## config.mk

```make
export PLATFORM = sky130hd
export DESIGN_NAME = irq_level_arb
export DESIGN_NICKNAME = d
export VERILOG_FILES = /design/src/rtl/irq_arb_pkg.sv /design/src/rtl/irq_pend_bank.sv /design/src/rtl/irq_level_map.sv /design/src/rtl/irq_prio_pick.sv /design/src/rtl/irq_level_arb.sv
export SDC_FILE = /design/constraint.sdc
export NUM_CORES = 1
export LEC_CHECK = 0
export BUFFER_PORTS_ARGS = -buffer_cell sky130_fd_sc_hd__buf_2
export CAP_MARGIN = 20
export CORE_ASPECT_RATIO = 0.8
export CORE_MARGIN = 3
export CORE_UTILIZATION = 50
export CTS_CLUSTER_SIZE = 20
export DETAILED_ROUTE_END_ITERATION = 10
export PLACE_DENSITY = 0.81
export SYNTH_ARGS = -nofsm -noshare
export SYNTH_HDL_FRONTEND = slang
export SYNTH_SLANG_ARGS = --single-unit
```

## constraint.sdc

```tcl
create_clock -name clk -period 2.49 [get_ports clk]
set_clock_uncertainty 0.15 [all_clocks]
set_input_delay 0.1245 -clock clk [delete_from_list [all_inputs] [get_ports clk]]
set_output_delay 0.1245 -clock clk [all_outputs]
set_load 0.01 [all_outputs]
```

## src/rtl/irq_arb_pkg.sv

```systemverilog
package irq_arb_pkg;
  localparam int LVL_W    = 3;
  localparam int IDX_W    = 6;
  localparam int ARB_HI_W = 3;
  localparam int VHI_W    = 2;
  localparam int N_LINES  = (1 << LVL_W) - 1;
endpackage

```

## src/rtl/irq_pend_bank.sv

```systemverilog
module irq_pend_bank #(
  parameter int N_SRC = 11
) (
  input  logic             clk,
  input  logic             rst,
  input  logic [N_SRC-1:0] set_req,
  input  logic [N_SRC-1:0] clr_req,
  output logic [N_SRC-1:0] pend
);
  for (genvar i = 0; i < N_SRC; i++) begin : g_flag
    always_ff @(posedge clk) begin
      if (rst)             pend[i] <= 1'b0;
      else if (set_req[i]) pend[i] <= 1'b1;
      else if (clr_req[i]) pend[i] <= 1'b0;
    end

    // a request event always leaves the flag set
    assert_set_wins_R1: assert property (@(posedge clk) disable iff (rst)
      set_req[i] |=> pend[i]);
    // a lone clear removes the flag
    assert_clear_only_R2: assert property (@(posedge clk) disable iff (rst)
      (clr_req[i] && !set_req[i]) |=> !pend[i]);
    // without a clear, the flag cannot fall
    assert_no_drop_R2: assert property (@(posedge clk) disable iff (rst)
      (pend[i] && !clr_req[i]) |=> pend[i]);
  end
endmodule

```

## src/rtl/irq_level_map.sv

```systemverilog
module irq_level_map
  import irq_arb_pkg::*;
#(
  parameter int N_SRC = 11
) (
  input  logic [N_SRC-1:0]       pend,
  input  logic [N_SRC*LVL_W-1:0] src_level,
  input  logic [N_SRC-1:0]       src_arb,
  input  logic [LVL_W-1:0]       arb_level,
  input  logic                   arb_bit,
  output logic [N_LINES-1:0]     lines,
  output logic [N_SRC-1:0]       elig
);
  logic [LVL_W-1:0] lv [N_SRC];

  for (genvar i = 0; i < N_SRC; i++) begin : g_lv
    assign lv[i] = src_level[i*LVL_W +: LVL_W];
  end

  always_comb begin
    lines = '0;
    for (int k = 1; k <= N_LINES; k++) begin
      for (int i = 0; i < N_SRC; i++) begin
        if (pend[i] && lv[i] == LVL_W'(k)) lines[k-1] = 1'b1;
      end
    end
  end

  always_comb begin
    elig = '0;
    for (int i = 0; i < N_SRC; i++) begin
      elig[i] = pend[i] && (lv[i] != '0) && (lv[i] == arb_level) &&
                (src_arb[i] == arb_bit);
    end
  end
endmodule

```

## src/rtl/irq_prio_pick.sv

```systemverilog
module irq_prio_pick
  import irq_arb_pkg::*;
#(
  parameter int N_SRC = 11
) (
  input  logic [N_SRC-1:0] elig,
  output logic             found,
  output logic [IDX_W-1:0] idx
);
  always_comb begin
    found = 1'b0;
    idx   = '0;
    for (int i = N_SRC - 1; i >= 0; i--) begin
      if (elig[i]) begin
        found = 1'b1;
        idx   = IDX_W'(i);
      end
    end
  end

  // chosen index is eligible and no lower index is
  always_comb begin
    if (found) begin
      assert_pick_lowest_R5: assert (elig[idx] &&
        ((elig & ((N_SRC'(1) << idx) - N_SRC'(1))) == '0));
    end
  end
endmodule

```

## src/rtl/irq_level_arb.sv

```systemverilog
module irq_level_arb
  import irq_arb_pkg::*;
#(
  parameter int N_SRC = 11
) (
  input  logic                   clk,
  input  logic                   rst,
  input  logic [N_SRC-1:0]       set_req,
  input  logic [N_SRC-1:0]       clr_req,
  input  logic [N_SRC*LVL_W-1:0] src_level,
  input  logic [N_SRC-1:0]       src_arb,
  input  logic [ARB_HI_W-1:0]    mod_arb_hi,
  input  logic [VHI_W-1:0]       vec_hi,
  input  logic                   arb_strobe,
  input  logic                   ack,
  input  logic [LVL_W-1:0]       arb_level,
  input  logic [ARB_HI_W:0]      arb_num,
  output logic [N_LINES-1:0]     irq_lines,
  output logic                   arb_hit,
  output logic                   vec_valid,
  output logic [VHI_W+IDX_W-1:0] vec_out
);
  logic [N_SRC-1:0]   pend;
  logic [N_LINES-1:0] lines_c;
  logic [N_SRC-1:0]   elig;
  logic               found;
  logic [IDX_W-1:0]   idx;
  logic               num_match;

  irq_pend_bank #(.N_SRC(N_SRC)) u_pend (
    .clk(clk), .rst(rst), .set_req(set_req), .clr_req(clr_req), .pend(pend)
  );

  irq_level_map #(.N_SRC(N_SRC)) u_map (
    .pend(pend), .src_level(src_level), .src_arb(src_arb),
    .arb_level(arb_level), .arb_bit(arb_num[0]),
    .lines(lines_c), .elig(elig)
  );

  irq_prio_pick #(.N_SRC(N_SRC)) u_pick (
    .elig(elig), .found(found), .idx(idx)
  );

  assign num_match = (arb_num[ARB_HI_W:1] == mod_arb_hi);

  always_ff @(posedge clk) begin
    if (rst) begin
      irq_lines <= '0;
      arb_hit   <= 1'b0;
      vec_valid <= 1'b0;
      vec_out   <= '0;
    end else begin
      irq_lines <= lines_c;
      arb_hit   <= arb_strobe && num_match && found;
      vec_valid <= ack && num_match && found;
      if (ack && num_match && found) vec_out <= {vec_hi, idx};
    end
  end

  // a claim only follows an arbitration strobe
  assert_hit_after_strobe_R4: assert property (@(posedge clk) disable iff (rst)
    arb_hit |-> $past(arb_strobe));
  // a vector only follows an acknowledge, and names a real channel
  assert_valid_after_ack_R5: assert property (@(posedge clk) disable iff (rst)
    vec_valid |-> ($past(ack) && (vec_out[IDX_W-1:0] < IDX_W'(N_SRC))));
  // vector holds unless a new one is delivered
  assert_vec_hold_R7: assert property (@(posedge clk) disable iff (rst)
    !vec_valid |-> $stable(vec_out));
  // an acknowledge with foreign upper bits never yields a vector
  assert_foreign_num_R6: assert property (@(posedge clk) disable iff (rst)
    (ack && !num_match) |=> !vec_valid);
endmodule

```

# == Yosys cells after proc, flatten, opt, wreduce, memory -nomap -nowiden ==
# Cells that the tools add are included.
# word_totals
word_cells,372
memories,0
latch_bits,0
mem_bits_rw,0
input_bits,82
output_inout_bits,17
reg_bits,28
rom_bits,0
# classes
addsub,0
n_mux,121
reduce_logical,136
div,0
n_shift,0
multipliers,0
bitwise,0
eq_ne,100
order_cmp,0
# op_table
op,count
"3-bit equality test, second input constant",44
1-bit logical AND,114
1-bit 2-to-1 mux,110
"3-bit by 2-bit equality test with 1-bit output, second input constant",22
4-bit 2-to-1 mux,11
3-bit equality test,12
"3-bit by 1-bit equality test with 1-bit output, second input constant",11
3-bit nonzero test,11
2-bit nonzero test,11
1-bit equality test,11

# == Depth between registers and ports, before layout ==
# Gate-level depths: netlist of the first run.
# depth
word_depth,16
mapped_depth,8
ltp_nobuf,6

# == Modules after synthesis ==
# Synthesis of the first run repeated with hierarchy kept, for this count alone.
# hier_totals
cells_unflattened,348
area_unflattened_um2,2766.4
# by_module_without_submodules
module,seq_area_each_um2,area_each_um2,instances,cells_each
irq_level_map,0.0,1559.0,1,223
irq_level_arb,340.3,641.9,1,58
irq_pend_bank,220.2,434.2,1,45
irq_prio_pick,0.0,131.4,1,22

# == Worst setup path before layout of the first run ==
# No wires, ideal clock.
# synth_timing
path_type,reg-to-reg
start,register u_pend.pend[5]
end,register vec_out[2]
path_buffers,1
stages_incl_launch_ff,7
setup_time_ns,0.072
setup_slack_ns,0.697
synth_period_minus_slack_ns,1.793
t_required_ns,2.268
t_arrival_ns,1.572
path_cell_list,dfxtp_1 -> clkbuf_1 -> nand4_1 -> a21oi_4 -> nor4bb_4 -> or4_1 -> mux2i_1
# synth_between
elab_chain_len,10
word_cells_on_any_way,16
cone_classes,mux: 12; reduce/logical: 4
# synth_rtl
element,line,text
from (decl),irq_pend_bank.sv:8,output logic [N_SRC-1:0] pend
"from (signal, indexed assignment)",irq_pend_bank.sv:12,if (rst) pend[i] <= 1'b0;
"from (signal, indexed assignment)",irq_pend_bank.sv:13,else if (set_req[i]) pend[i] <= 1'b1;
"from (signal, indexed assignment)",irq_pend_bank.sv:14,else if (clr_req[i]) pend[i] <= 1'b0;
1-bit logical AND * (3 in a row),irq_level_map.sv:32,elig[i] = pend[i] && (lv[i] != '0) && (lv[i] == arb_level) &&
1-bit 2-to-1 mux (6 in a row),irq_prio_pick.sv:14,if (elig[i]) begin
1-bit logical AND,irq_level_arb.sv:56,"if (ack && num_match && found) vec_out <= {vec_hi, idx};"
to (signal assigned),irq_level_arb.sv:56,
to (decl),irq_level_arb.sv:21,output logic [VHI_W+IDX_W-1:0] vec_out
# Every way passes the cells marked *; elsewhere a longest branch is shown, timed or not.
# A chain may end at the register's enable or synchronous reset.

# == Worst setup path in the final report of the first run ==
# layout_timing
start,register u_pend.pend[8]
end,register irq_lines[5]
# layout_between
elab_chain_len,4
# layout_rtl
element,line,text
1-bit logical AND,irq_level_map.sv:24,if (pend[i] && lv[i] == LVL_W'(k)) lines[k-1] = 1'b1;
1-bit 2-to-1 mux (3 in a row),irq_level_map.sv:24,
to (signal assigned),irq_level_arb.sv:53,irq_lines <= lines_c;
to (decl),irq_level_arb.sv:18,"output logic [N_LINES-1:0] irq_lines,"
# No other way between the ends.

==> impl_metrics.json, run 1 <==
{
  "clkTransAtPathRegs_ps": 100,
  "status": "finished clean",
  "cts.sinks": 26,
  "dp_slack_ps": 355,
  "min_path_type": "in -> reg",
  "wl_um": 8350,
  "clockBufferDepth": 2,
  "power_density_mw_per_mm2": 372,
  "r2r-end": "irq_lines[5]$_SDFF_PP0_",
  "grt_overflow": 0,
  "setup_slack_ps": 567,
  "coreArea_mm2": 0.00482,
  "grt_pass1_wl_um": 13100,
  "setup_violations": 0,
  "start_util_pct": 54.6,
  "htree_levels": 1,
  "layout.area.seq_um2": 520,
  "cts_tree": "built",
  "cp.required_ps": 2490,
  "vdd_drop_max_mv": 0.260,
  "r2r_start": "u_pend.pend[8]$_SDFFE_PP0P_",
  "power_uw": 1230,
  "wl_met3_um": 896,
  "dpl.cell_count": 464,
  "r2r_setup_slack_ps": 570,
  "cts_made_buffers": 3,
  "period_share_pct": 77.2,
  "synth-edff-count": 0,
  "wl_per_cell_um": 16.9,
  "slew_viol_final": 0,
  "syn_area_mm2": 0.00263,
  "dp_hpwl_um": 6230,
  "mostFrequentLayoutCell": "buf_2",
  "holdPathEnd": "irq_lines[3]$_SDFF_PP0_",
  "grt_pass1_vias": 2697,
  "hp-start": "src_level[5]",
  "cp-startpoint": "u_pend.pend[8]$_SDFFE_PP0P_",
  "rows": 22,
  "synth.yosys.seq_area_share_pct": 19.8,
  "via_per_inst": 6.02,
  "drt_iter0_drc": 318,
  "multiInputGateArea_mm2": 0.00185,
  "start_kind": "register",
  "drt-met1-wl_um": 3560,
  "n_antenna_cell": 0,
  "ys_types": 56,
  "hold_viol": 0,
  "min_path_cells": 3,
  "syn_inst": 342,
  "worstMarginPinSlew_ps": 542,
  "yosys_warnings": 0,
  "setup_tns_ps": 0,
  "io_buffer_count": 96,
  "detail_route.drc_violations": 0,
  "final_cells": 493,
  "path_max_fanout": 9,
  "ant_nets": 0,
  "dieArea_mm2": 0.00617,
  "worstSkewPairLatency_ps": 290,
  "leakage_uw": 0.00133,
  "endpoint_kind": "register",
  "relSlewSlack_pct": 62.9,
  "drive_above_1_share_pct": 26.1,
  "antenna_found_initial": 0,
  "root_buffer": "clkbuf_8",
  "worst_r2r_path_depth": 5,
  "avgSynthCellArea_um2": 7.69,
  "wl_met2_um": 3770,
  "maxCapViolCount": 0,
  "gp_congestion": 1.03,
  "rsz0062_at_grt": "no",
  "crit_type": "reg -> reg",
  "layout_common_cells": "96 x buf_2, 29 x xnor2_1, 26 x nor2_1, 26 x dfxtp_1, 25 x dlygate4sd3_1",
  "die_x_um": 87.1,
  "ys_ff_latch": 26,
  "fin_nets": 516,
  "route.top_layer_used": "met4",
  "pin_count": 99,
  "grt.total_usage_pct": 26.8,
  "max_freq_mhz": 520,
  "ys.flop_type": "dfxtp_1",
  "grt_max_degree": 31,
  "area_growth_pct": 25.5,
  "fillers": 429,
  "finalCriticalPeriod_ps": 1920,
  "arrival_ps": 1920,
  "first_pass_iters": 5,
  "async_flop_share_pct": 0,
  "vias": 2966,
  "die_h_um": 70.9
}
## routing by layer
layer | vias up | track usage [%]
li1 | 1435 | -
met1 | 1366 | 38.9
met2 | 150 | 41.8
met3 | 15 | 4.66
met4 | 0 | 5.28
met5 | - | 0
## worst max-delay path by stage
stage                                    to  depth (start not counted)
finish              irq_lines[5]$_SDFF_PP0_                          5
global route        vec_out[2]$_SDFFE_PP0P_                          5
CTS                 irq_lines[5]$_SDFF_PP0_                          5
detailed placement  vec_out[0]$_SDFFE_PP0P_                          7
global placement    vec_out[2]$_SDFFE_PP0P_                          7
floorplan           vec_out[2]$_SDFFE_PP0P_                          6
## layout make-up
| class | instances | share of cell area, % |
|---|---|---|
| Clock buffer | 3 | 1.25 |
| Sequential cell | 26 | 15.8 |
| Clock inverter | 1 | 0.909 |
| Inverter | 14 | 1.59 |
| Multi-Input combinational cell | 268 | 56.1 |
| Tap cell | 60 | 2.27 |
| Timing Repair Buffer | 121 | 22.1 |
## where the power goes
group          leakage (uW)  switching, uW  internal (uW)
sequential         0.000214           24.6            439
combinational       0.00108            202            188
clock             0.0000357            159            216
total               0.00133            386            842
## stage by stage
step                instance area, um^2  hold slack [ps]  util, %
detailed placement                 2980              186     61.9
floorplan                          2640             91.9        -
global placement                   2980              179     61.9
CTS                                3300             43.3     68.5
global route                       3300             60.4     68.5
finish                             3300             40.6     68.5
## cell usage after synthesis, types with 4 or more instances
| master | instances | area (um^2) |
|---|---|---|
| clkbuf_1 | 10 | 37.5 |
| o21ai_0 | 9 | 45.0 |
| buf_4 | 7 | 52.6 |
| nor2_1 | 26 | 97.6 |
| mux2i_1 | 4 | 40.0 |
| nand2_1 | 24 | 90.1 |
| nand2b_1 | 10 | 62.6 |
| buf_2 | 10 | 50.1 |
| nand4b_1 | 20 | 175 |
| xnor2_1 | 29 | 254 |
| a21oi_1 | 17 | 85.1 |
| nor3_1 | 9 | 45.0 |
| a41oi_1 | 4 | 35.0 |
| buf_6 | 5 | 56.3 |
| xor2_1 | 7 | 61.3 |
| nand4_1 | 20 | 125 |
| dfxtp_1 | 26 | 521 |
| nor4bb_1 | 11 | 110 |
| nor3b_1 | 7 | 52.6 |
| nor4_1 | 6 | 37.5 |
| nand3_1 | 4 | 20.0 |
| inv_1 | 14 | 52.6 |
| a31oi_1 | 6 | 37.5 |
| nor2b_1 | 4 | 25.0 |
## critical path: stages (launching register included)
cell and delay (ps):
dfxtp_1 410, and4b_1 240, a21oi_1 120, o311ai_0 160, a2111oi_0 530, a41oi_1 180
## repair_timing
item	4_1_cts	5_1_grt
resized for setup	0	0
setup buffers	0	0
endpoints found under the hold margin	14	0
hold buffers	25	0
## cells by family (layout without fill, tap and decap cells)
| logic type | count (synthesis) | in the layout | synth area share [%] |
|---|---|---|---|
| muxes | 4 | 4 | 1.52 |
| buffers and inverters | 49 | 139 | 9.99 |
| DFF | 26 | 26 | 19.8 |
| AOI/OAI and AO/OA | 62 | 62 | 16.7 |
| other | 1 | 2 | 0.143 |
| and+or+nand+nor | 164 | 164 | 39.8 |
| xor gates and xnor gates | 36 | 36 | 12.0 |
## registers in the layout (all words and copies together) (netlist names)
register and flops:
arb_hit 1, irq_lines 7, u_pend.pend 11, vec_out 6
vec_valid 1
No activity file was read; power rests on OpenSTA's default activity.
==> run 2: changes to the inputs <==
--- a/config.mk
+++ b/config.mk
@@ -5,14 +5,15 @@
 export SDC_FILE = /design/constraint.sdc
 export NUM_CORES = 1
 export LEC_CHECK = 0
+export ABC_AREA = 1
 export BUFFER_PORTS_ARGS = -buffer_cell sky130_fd_sc_hd__buf_2
 export CAP_MARGIN = 20
 export CORE_ASPECT_RATIO = 0.8
 export CORE_MARGIN = 3
-export CORE_UTILIZATION = 50
+export CORE_UTILIZATION = 45
 export CTS_CLUSTER_SIZE = 20
 export DETAILED_ROUTE_END_ITERATION = 10
-export PLACE_DENSITY = 0.81
+export PLACE_DENSITY = 0.78
 export SYNTH_ARGS = -nofsm -noshare
 export SYNTH_HDL_FRONTEND = slang
 export SYNTH_SLANG_ARGS = --single-unit
==> constraint.sdc (replaced) <==
create_clock -name clk -period 1.7 [get_ports clk]
set_clock_uncertainty 0.15 [all_clocks]
set_input_delay 0.085 -clock clk [delete_from_list [all_inputs] [get_ports clk]]
set_output_delay 0.085 -clock clk [all_outputs]
set_load 0.01 [all_outputs]
==> run 2 against run 1 <==
Worst setup slack lost 510 ps. Via count grew 11%. First-iteration DRC count grew 20%. Largest power group unchanged. Non-clock buffer count grew 16. Sequential power grew 45%. Synthesized area shrank 4.9%.
==> impl_metrics.json, run 2 <==
{
  "syn_inst": 413,
  "status": "finished clean",
  "netlist_top_cells_count": "110 x nand2_1, 61 x inv_1, 44 x nor2_1, 26 x dfxtp_1, 24 x o22ai_1",
  "drt_iter0_drc": 382,
  "ys_ff_latch": 26,
  "crit_type": "reg -> reg",
  "ys_types": 41,
  "cp.required_ps": 1760,
  "fin_nets": 627,
  "ant_nets": 0,
  "swShare_pct": 32.7,
  "critPathMaxStageDelay_ps": 410,
  "max_freq_mhz": 610,
  "grt_pass1_wl_um": 13800,
  "reg_top3": "u_pend.pend x11, irq_lines x7, vec_out x6",
  "layout.area.seq_um2": 531,
  "clkPwrFrac_pct": 28.6,
  "die_x_um": 89.4,
  "dieArea_mm2": 0.00650,
  "grt_pass1_vias": 2922,
  "period_share_pct": 96.4,
  "pin_count": 99,
  "start_kind": "register",
  "leakage_uw": 0.00183,
  "yosysMostFrequentCell": "nand2_1",
  "combPwrFrac_pct": 35.4,
  "maxCapViolCount": 0,
  "avgSynthCellArea_um2": 6.06,
  "endpoint_kind": "register",
  "wl_per_cell_um": 14.7,
  "async_flop_share_pct": 0,
  "dp_hpwl_um": 6860,
  "wl_um": 8930,
  "path_max_fanout": 8,
  "path_cells": "o21ai_2 > nor2_1 > nand4_2 > nand2_2 > nor2_4 > nand3_2 > nand2_4 > nand2_1 > nand2_1 > a21oi_2",
  "vias": 3279,
  "clkTransAtPathRegs_ps": 100,
  "cp_slowest_cell": "dfxtp_1",
  "rows": 23,
  "cts_made_buffers": 3,
  "htree_levels": 1,
  "via_per_inst": 5.41,
  "synth_top_cell_by_area": "dfxtp_1",
  "p_int_uw": 1260,
  "mostFrequentLayoutCell": "nand2_1",
  "final_core_util_pct": 66.6,
  "antenna_found_initial": 0,
  "yosys_warnings": 0,
  "synth-edff-count": 0,
  "area_growth_pct": 37.8,
  "rsz0062_at_grt": "yes",
  "setup_violations": 0,
  "die_h_um": 72.7,
  "seq_power_share_pct": 36.0,
  "slew_viol_final": 0,
  "gp_congestion": 0.958,
  "grt_max_degree": 16,
  "worstSkewPairLatency_ps": 280,
  "hold_viol": 0,
  "power_uw": 1870,
  "holdWs_ps": 45.1,
  "ys.flop_type": "dfxtp_1",
  "max_flop_register": "u_pend.pend",
  "min_path_type": "in -> reg",
  "largest_register_ffs": 11,
  "root_buffer": "clkbuf_8",
  "start_util_pct": 48.3,
  "cp_common_cell": "nand2_1",
  "detail_route.drc_violations": 0,
  "yosysTopAreaCellShare_pct": 20.8,
  "finalCriticalPeriod_ps": 1640,
  "coreArea_mm2": 0.00518,
  "clockBufferDepth": 2,
  "arrival_ps": 1700,
  "multiInputGateArea_mm2": 0.00165,
  "grt_overflow": 0,
  "power_density_mw_per_mm2": 541,
  "grt.total_usage_pct": 27.2,
  "vdd_drop_max_mv": 0.358,
  "n_antenna_cell": 0,
  "power_switching_uw": 610,
  "drive_above_1_share_pct": 30.5,
  "fillers": 498,
  "synth_area_leaders": "dfxtp_1 21%, nand2_1 17%, inv_1 9.2%",
  "synth.yosys.seq_area_share_pct": 20.8,
  "cts_tree": "built",
  "cts.sinks": 26,
  "first_pass_iters": 5,
  "setup_tns_ps": 0,
  "layout_common_cells": "110 x nand2_1, 96 x buf_2, 61 x inv_1, 42 x nor2_1, 25 x dlygate4sd3_1",
  "io_buffer_count": 96,
  "syn_area_mm2": 0.00250
}
run 2: cell count changes after synthesis, moves of 8 or more:
| cell | delta |
|---|---|
| nor4bb_1 | -11 |
| o22ai_1 | +24 |
| xnor2_1 | -15 |
| nand2b_1 | -10 |
| o21ai_2 | +8 |
| nand4_1 | -14 |
| buf_2 | -10 |
| nand4b_1 | -20 |
| nand2_1 | +86 |
| nor2_1 | +18 |
| inv_1 | +47 |
run 2: worst max-delay path, delay by kind of cell, from the launching register on:
| kind | cells | cell delay [ps] |
|---|---|---|
| AO/OA/AOI/OAI | 2 | 220 |
| AND/OR/NAND/NOR | 8 | 790 |
| flip-flops | 1 | 410 |
run 2: layer usage:
metal  up-vias  GRT usage (%)  part of all wire [%]
met5         -              0                     0
met1      1431           39.9                    45
li1       1614              -                     -
met3        10           5.98                    12
met4         0           4.79                   1.1
met2       224           41.0                    42
run 2: cell families after synthesis:
| group | count (synthesis) | share of synthesized area, % |
|---|---|---|
| AOI/OAI and AO/OA | 93 | 24.1 |
| xor gates and xnor gates | 16 | 5.60 |
| buffers and inverters | 78 | 14.1 |
| DFF | 26 | 20.8 |
| other | 1 | 0.150 |
| and+or+nand+nor | 199 | 35.4 |
run 2: final timing paths:
path | startpoint | end | slack [ps] | depth (start not counted)
setup / recovery | u_pend.pend[7]$_SDFFE_PP0P_ | vec_out[0]$_SDFFE_PP0P_ | 60 | 10
hold / removal | rst | vec_out[1]$_SDFFE_PP0P_ | 50 | 3
setup reg to reg | u_pend.pend[7]$_SDFFE_PP0P_ | vec_out[0]$_SDFFE_PP0P_ | 60 | 10
hold reg to reg | vec_out[2]$_SDFFE_PP0P_ | vec_out[2]$_SDFFE_PP0P_ | 330 | 2
run 2: through the flow:
stage	cell area [um^2]	cells	setup WS, ps
after floorplan	2510	414	246
after detailed placement	3070	573	-74.9
final	3450	606	60.7
after global placement	3070	573	8.90
after global routing	3450	606	-60.0
after CTS	3390	602	75.7
run 2: power by group through the flow:
| stage | registers (uW) | logic [uW] | clock network (uW) |
|---|---|---|---|
| after CTS | 668 | 629 | 550 |
| final | 671 | 660 | 534 |
| after detailed placement | 682 | 576 | 0 |
| after global routing | 676 | 727 | 565 |
| after global placement | 681 | 573 | 0 |
| after floorplan | 687 | 334 | 0 |
run 2: layout make-up:
type | instances | area share (%)
timing repair buffer | 137 | 25.0
clock inverter | 1 | 0.871
clock buffer | 3 | 1.20
sequential | 26 | 15.4
tap | 62 | 2.25
multi-input combinational | 310 | 47.8
inverter | 67 | 7.44
run 2: what timing repair did:
action	CTS	global route
hold endpoints to repair	14	0
endpoints found under the setup margin	0	6
hold buffers	25	0
setup buffers	0	4
gates resized for setup	0	13
==> run 3: changes to the inputs <==
--- a/config.mk
+++ b/config.mk
@@ -7,13 +7,13 @@
 export LEC_CHECK = 0
 export ABC_AREA = 1
 export BUFFER_PORTS_ARGS = -buffer_cell sky130_fd_sc_hd__buf_2
-export CAP_MARGIN = 20
+export CAP_MARGIN = 10
 export CORE_ASPECT_RATIO = 0.8
 export CORE_MARGIN = 3
-export CORE_UTILIZATION = 45
+export CORE_UTILIZATION = 50
 export CTS_CLUSTER_SIZE = 20
 export DETAILED_ROUTE_END_ITERATION = 10
-export PLACE_DENSITY = 0.78
+export PLACE_DENSITY = 0.82
 export SYNTH_ARGS = -nofsm -noshare
 export SYNTH_HDL_FRONTEND = slang
 export SYNTH_SLANG_ARGS = --single-unit
==> constraint.sdc (replaced) <==
create_clock -name clk -period 1.75 [get_ports clk]
set_clock_uncertainty 0.15 [all_clocks]
set_input_delay 0.0875 -clock clk [delete_from_list [all_inputs] [get_ports clk]]
set_output_delay 0.0875 -clock clk [all_outputs]
set_load 0.01 [all_outputs]
==> run 3 against run 2 <==
Via count increased by 0.34%. Combinational power decreased by 4.2%. Hold slack improved by 18 ps. Count of clock-buffer cells in the layout unchanged. Die area decreased by 9.3%. Sequential cell count did not move. Critical path type unchanged. Core utilization increased by 5.4 points.
==> impl_metrics.json, run 3 (same netlist as run 2, synthesis figures left out) <==
{
  "status": "finished clean",
  "maxCapViolCount": 0,
  "reg_top3": "u_pend.pend x11, irq_lines x7, vec_out x6",
  "stdcell_area_mm2": 0.00339,
  "start_util_pct": 53.2,
  "path_max_fanout": 8,
  "drive_above_1_share_pct": 28.7,
  "grt_max_degree": 16,
  "max_freq_mhz": 619,
  "coreArea_mm2": 0.00471,
  "holdWs_ps": 63.4,
  "die_x_um": 85.1,
  "start_kind": "register",
  "mostFrequentLayoutCell": "nand2_1",
  "detail_route.drc_violations": 0,
  "io_buffer_count": 96,
  "grt_pass1_vias": 2997,
  "layout_common_cells": "110 x nand2_1, 96 x buf_2, 61 x inv_1, 44 x nor2_1, 25 x dlygate4sd3_1",
  "crit_type": "reg -> reg",
  "worstSkewPairLatency_ps": 280,
  "die_h_um": 69.3,
  "dieArea_mm2": 0.00589,
  "cts_made_buffers": 3,
  "pin_count": 99,
  "period_share_pct": 92.3,
  "fin_nets": 623,
  "drt_iter0_drc": 373,
  "ant_nets": 0,
  "slew_viol_final": 0,
  "first_pass_iters": 5,
  "vdd_drop_max_mv": 0.417,
  "cts_tree": "built",
  "arrival_ps": 1650,
  "grt_overflow": 0,
  "max_flop_register": "u_pend.pend",
  "grt.total_usage_pct": 29.8,
  "finalCriticalPeriod_ps": 1610,
  "endpoint_kind": "register",
  "rsz0062_at_grt": "no",
  "setup_tns_ps": 0,
  "n_antenna_cell": 0,
  "antenna_found_initial": 0,
  "clockBufferDepth": 2,
  "clkTransAtPathRegs_ps": 100,
  "rows": 22,
  "wl_um": 9230,
  "power_density_mw_per_mm2": 531,
  "vias": 3290,
  "grt_pass1_wl_um": 14300,
  "wl_per_cell_um": 15.4,
  "via_per_inst": 5.48,
  "area_growth_pct": 35.4,
  "setup_slack_ps": 135,
  "dp_hpwl_um": 6960,
  "cts.sinks": 26,
  "cp.required_ps": 1780,
  "largest_register_ffs": 11,
  "final_core_util_pct": 72.0,
  "place_area_mm2": 0.00306,
  "post_cts_buffers": 0,
  "htree_levels": 1,
  "min_path_type": "in -> reg",
  "leakage_uw": 0.00181,
  "gp_congestion": 1.04,
  "hold_viol": 0,
  "setup_violations": 0,
  "dp_slack_ps": 59.9,
  "root_buffer": "clkbuf_8"
}
run 3: layout make-up:
type                    count  area (um^2)
clock buffers               3         41.3
clock inverters             1         30.0
fillers                   408         1320
inverters                  67          256
multi-input cells         310         1640
flip-flops and latches     26          524
well taps                  60         75.1
repair buffers            133          821
run 3: power breakdown:
part / leakage, uW / internal [uW] / switching [uW]
logic: 0.00156 / 273 / 359
clock network: 0.0000357 / 306 / 211
registers: 0.000215 / 626 / 24.2
run 3: critical path: stages (launching register included):
cell	delay, ps
dfxtp_2	350
nand2_1	70
nor2_1	40
nand3_1	100
o21ai_1	70
buf_4	150
nor2_1	120
nand3_2	120
nand2_4	130
inv_2	70
o21a_1	160
run 3: final timing paths:
path	endpoint	start	slack, ps	cells after the start
setup / recovery	vec_out[3]$_SDFFE_PP0P_	u_pend.pend[8]$_SDFFE_PP0P_	140	10
setup reg to reg	vec_out[3]$_SDFFE_PP0P_	u_pend.pend[8]$_SDFFE_PP0P_	140	10
hold / removal	vec_out[1]$_SDFFE_PP0P_	rst	60	3
hold reg to reg	vec_out[2]$_SDFFE_PP0P_	vec_out[2]$_SDFFE_PP0P_	330	2
run 3: layer usage:
metal | share of wire (%) | track usage, % | vias up
met5 | 0 | 0 | -
met4 | 0.59 | 3.87 | 0
li1 | - | - | 1602
met2 | 45 | 48.0 | 219
met3 | 12 | 6.29 | 8
met1 | 43 | 41.7 | 1461
run 3: metrics by stage:
step | power, uW | std cells
floorplan | 992 | 414
global placement | 1220 | 571
detailed placement | 1220 | 571
CTS | 1790 | 600
global route | 1890 | 600
finish | 1800 | 600
run 3: repair_timing:
item,in CTS,in global routing
hold endpoints to repair,14,0
setup endpoints to repair,0,3
resized for setup,0,4
hold buffers,25,0
